**config.mk**
```make
export PLATFORM = sky130hd
export DESIGN_NAME = msi_line_ctrl
export DESIGN_NICKNAME = d
export VERILOG_FILES = /design/src/rtl/msi_pkg.sv /design/src/rtl/msi_snoop_gate.sv /design/src/rtl/msi_remote_step.sv /design/src/rtl/msi_local_step.sv /design/src/rtl/msi_line_ctrl.sv
export SDC_FILE = /design/constraint.sdc
export NUM_CORES = 1
export LEC_CHECK = 0
export BUFFER_PORTS_ARGS = -buffer_cell sky130_fd_sc_hd__buf_2
export CAP_MARGIN = 15
export CORE_AREA = 2 2 39 41
export DETAILED_ROUTE_END_ITERATION = 12
export DIE_AREA = 0 0 41 43
export GPL_TIMING_DRIVEN = 1
export MAX_ROUTING_LAYER = met4
export SLEW_MARGIN = 20
export SYNTH_ARGS = -nofsm -noshare
export SYNTH_HDL_FRONTEND = slang
export SYNTH_HIERARCHICAL = 1
export SYNTH_SLANG_ARGS = --single-unit
```
**constraint.sdc**
```tcl
create_clock -name clk -period 2.96 [get_ports clk]
set_clock_uncertainty 0.1 [all_clocks]
set_input_delay 0.592 -clock clk [delete_from_list [all_inputs] [get_ports clk]]
set_output_delay 0.592 -clock clk [all_outputs]
set_load 0.02 [all_outputs]
```
**src/rtl/msi_pkg.sv**
```systemverilog
package msi_pkg;

    typedef enum logic [1:0] {
        LN_INV = 2'd0,
        LN_SHR = 2'd1,
        LN_MOD = 2'd2
    } ln_state_e;

    typedef struct packed {
        ln_state_e st;
        logic      req;
        logic      rdx;
        logic      wb;
        logic      give;
    } ln_regs_t;

    localparam ln_regs_t LN_REGS_RST = '{st: LN_INV, req: 1'b0, rdx: 1'b0, wb: 1'b0, give: 1'b0};

endpackage

```
**src/rtl/msi_snoop_gate.sv**
```systemverilog
module msi_snoop_gate #(
    parameter int ID_W     = 2,
    parameter int CACHE_ID = 0
) (
    input  logic            snoop_valid,
    input  logic [ID_W-1:0] snoop_src,
    output logic            remote
);
    localparam logic [ID_W-1:0] SELF = ID_W'(CACHE_ID);

    always_comb begin
        remote = snoop_valid && (snoop_src != SELF);
    end
endmodule

```
**src/rtl/msi_remote_step.sv**
```systemverilog
module msi_remote_step
    import msi_pkg::*;
(
    input  ln_state_e cur,
    input  logic      remote,
    input  logic      rdx,
    output ln_state_e nxt,
    output logic      flush
);
    always_comb begin
        nxt   = cur;
        flush = 1'b0;
        if (remote) begin
            unique case (cur)
                LN_MOD: begin
                    flush = 1'b1;
                    nxt   = rdx ? LN_INV : LN_SHR;
                end
                LN_SHR: begin
                    nxt = rdx ? LN_INV : LN_SHR;
                end
                default: begin
                    nxt = LN_INV;
                end
            endcase
        end
    end
endmodule

```
**src/rtl/msi_local_step.sv**
```systemverilog
module msi_local_step
    import msi_pkg::*;
(
    input  ln_state_e cur,
    input  logic      valid,
    input  logic      write,
    input  logic      hit,
    output ln_state_e nxt,
    output logic      req,
    output logic      rdx
);
    ln_state_e eff;

    always_comb begin
        eff = hit ? cur : LN_INV;
        nxt = cur;
        req = 1'b0;
        rdx = 1'b0;
        if (valid) begin
            if (write) begin
                nxt = LN_MOD;
                if (eff != LN_MOD) begin
                    req = 1'b1;
                    rdx = 1'b1;
                end
            end else if (eff == LN_INV) begin
                nxt = LN_SHR;
                req = 1'b1;
            end
        end
    end
endmodule

```
**src/rtl/msi_line_ctrl.sv**
```systemverilog
module msi_line_ctrl
    import msi_pkg::*;
#(
    parameter int ID_W     = 2,
    parameter int CACHE_ID = 0
) (
    input  logic            clk,
    input  logic            rst_n,
    input  logic            cpu_req_valid,
    input  logic            cpu_req_write,
    input  logic            cpu_hit,
    input  logic            snoop_valid,
    input  logic            snoop_rdx,
    input  logic [ID_W-1:0] snoop_src,
    output logic            bus_req_valid,
    output logic            bus_req_rdx,
    output logic            wb_req,
    output logic            data_give,
    output logic [1:0]      line_state
);
    ln_regs_t  regs_d, regs_q;
    logic      remote;
    ln_state_e mid_st, fin_st;
    logic      flush_hit, loc_req, loc_rdx;

    msi_snoop_gate #(.ID_W(ID_W), .CACHE_ID(CACHE_ID)) u_gate (
        .snoop_valid (snoop_valid),
        .snoop_src   (snoop_src),
        .remote      (remote)
    );

    msi_remote_step u_remote (
        .cur    (regs_q.st),
        .remote (remote),
        .rdx    (snoop_rdx),
        .nxt    (mid_st),
        .flush  (flush_hit)
    );

    msi_local_step u_local (
        .cur   (mid_st),
        .valid (cpu_req_valid),
        .write (cpu_req_write),
        .hit   (cpu_hit),
        .nxt   (fin_st),
        .req   (loc_req),
        .rdx   (loc_rdx)
    );

    always_comb begin
        regs_d      = regs_q;
        regs_d.st   = fin_st;
        regs_d.req  = loc_req;
        regs_d.rdx  = loc_rdx;
        regs_d.wb   = flush_hit;
        regs_d.give = flush_hit;
    end

    always_ff @(posedge clk) begin
        if (!rst_n) begin
            regs_q <= LN_REGS_RST;
        end else begin
            regs_q <= regs_d;
        end
    end

    assign bus_req_valid = regs_q.req;
    assign bus_req_rdx   = regs_q.rdx;
    assign wb_req        = regs_q.wb;
    assign data_give     = regs_q.give;
    assign line_state    = regs_q.st;
endmodule

```
==> results.ini <==
[grt]
grt_pass1_vias=191
grt_max_degree=6
overflow=0
antenna_found_initial=0
grt_pass1_wl_um=752
grt_util_all_layers_pct=7.11

[detailed_routing]
drt_iter0_drc=2
dr_total_vias=241
vias_per_cell=3.89
route.antenna.remaining_nets=0
wire_per_inst_um=7.61
routed_wl_um=472
drc_errors=0
dr.pass1.iters=4

[synth]
synth.most_common_cell=and2_1
synth_top_cell_by_area=dfxtp_1
ys_warn_count=6
ys_seq_elements=5
yosys.cell_types.count=15
synth_area_per_cell_um2=8.46
syn-instance-count=29
async_flop_share_pct=0
syn_area_um2=245
synth_adder_area_share_pct=5.10
synthSimpleGateAreaFrac_pct=29.1
synth_edf_count=0
ys_seq_area_share_pct=40.8
synth_mux_area_share_pct=4.08
synth_compound_area_share_pct=14.8
synth_xor_area_share_pct=0
synth_top_area_share_pct=40.8
synth_top_flop_cell=dfxtp_1
synth_commonest_cells=and2_1 (6), dfxtp_1 (5)
syn-num-nets=39
synth_top_family_by_area=simple AND/OR/NAND/NOR gates
yosys-top-cells-area=dfxtp_1 (41%), and2_1 (15%), ha_1 (5.1%), nor2b_1 (5.1%), a21oi_1 (4.1%)

[sta]
tightest_slew_ns=0.312
fin_ws_ns=1.27
rsz0062_at_grt=no
setup_viol=0
maxSlewViolCount=0
max_slew_margin_pct=79.2
finalHoldViolCount=0
finalSetupTns_ns=0
period_share_pct=57.1
max_freq_mhz=592
period_minus_slack_ns=1.69

[placement]
placedCellCount=58
place_ws_ns=1.09
port_buffers=14
hpwl_um=389
gp_congestion=0.616

[setup_path]
crit_buf_inv=1
critPathKind=reg2reg
crit_path_end_kind=flop
cpPeakStageDelay_ns=0.31
critPathSlowestCell=dfxtp_1
worstReg2RegStart=line_state[0]$_SDFF_PN0_
startpoint=line_state[0]$_SDFF_PN0_
cp_top_family=compound AO/OA/AOI/OAI gates
worstPathRequired_ns=2.99
worstPathArrival_ns=1.72
worstSetupStartpointType=flop
path_cells=inv_1, ha_1, nand2b_1, o22ai_1, mux2i_1, a21boi_1, and2_1
reg2reg_slack_ns=1.27
crit_path_max_fanout=3

[final_layout]
drive_above_1_share_pct=37.0
diodes=0
area_growth_pct=44.4
fillers=155
layoutNonFillerInstCount=62
fin_nets=57

[floorplan]
die_h_um=43
fp.coreArea_um2=1380
rows=14
initial_core_util_pct=17.7
die_w_um=41
io_pins=15
fp.dieArea_um2=1760

[power]
p_per_area_nw_per_um2=507
ir_drop_v=0.000267
leakage_nw=0.177

[clock_network]
root_buffer=clkbuf_4
clkSinkCount=5
hold_buffers=0
cts_resized=0
post-cts-setup-buffers=0
cts_buffers=3
cts.clk_slew.worst_paths_ns=0.04
htree_levels=1
cts_tree=yes
clock_path_buffers=2
clk_latency_ns=0.24

[flow_run]
maxCapViolations=0

[hold_path]
hp-start=rst_n
hp-class=in2reg

[outcome]
outcome=completed

report_power, final:
group	leakage [nW]	switching [mW]	internal [mW]	total (mW)
Clock	0.0150	0.0271	0.0509	0.0780
Sequential	0.0412	0.00135	0.0711	0.0724
Combinational	0.121	0.0154	0.0138	0.0292
logic make-up (layout without fill, tap and decap cells):
kind of cell,Yosys count,after routing
flip-flops,5,5
AO/OA/AOI/OAI,6,6
adder cells (fa/ha/maj),1,1
buffers and inverters,3,20
multiplexers,1,1
AND/OR/NAND/NOR,13,13
metal layers:
metal	up-vias	GRT usage, %	wire length (µm)
li1	131	-	-
met1	98	9.35	250
met2	12	6.88	160
met3	0	9.42	60
met4	0	0	0
met5	-	-	0
final timing paths:
check             depth (start not counted)                        to
setup / recovery                          7  bus_req_valid$_SDFF_PN0_
hold / removal                            2    bus_req_rdx$_SDFF_PN0_
setup reg to reg                          7  bus_req_valid$_SDFF_PN0_
hold reg to reg                           3         wb_req$_SDFF_PN0_
sequential cells by signal, summed over array words and instances (netlist names):
name           flops
line_state         2
bus_req_rdx        1
bus_req_valid      1
wb_req             1
final cells by class:
class,count,area [µm²],share of cell area [%]
Multi-Input combinational cell,21,130,36.7
Sequential cell,5,100,28.3
Tap cell,16,20.0,5.65
Timing Repair Buffer,14,70.1,19.8
Inverter,2,7.51,2.12
Clock buffer,4,26.3,7.42
per-stage QoR:
step | utilization (%) | cell area (µm²) | power [mW] | hold WS, ns
after detailed placement | 23.7 | 328 | 0.103 | 0.629
after global routing | 25.6 | 354 | 0.196 | 0.492
final | 25.6 | 354 | 0.180 | 0.504
after floorplan | - | 245 | 0.0911 | 0.614
after CTS | 25.6 | 354 | 0.185 | 0.498
after global placement | 23.7 | 328 | 0.102 | 0.617
layout by cell type (no fill, tap or decap):
cell type / count
ha_1: 1
inv_1: 2
o21a_1: 1
nand2_1: 2
a21boi_1: 1
and2_1: 6
nor2_1: 2
clkbuf_1: 1
clkbuf_4: 3
dfxtp_1: 5
nand2b_1: 1
o22ai_1: 1
mux2i_1: 1
nor2b_1: 2
o21ai_0: 1
a21oi_1: 2
buf_2: 14
Note: power is estimated with default switching activity, not from simulation.
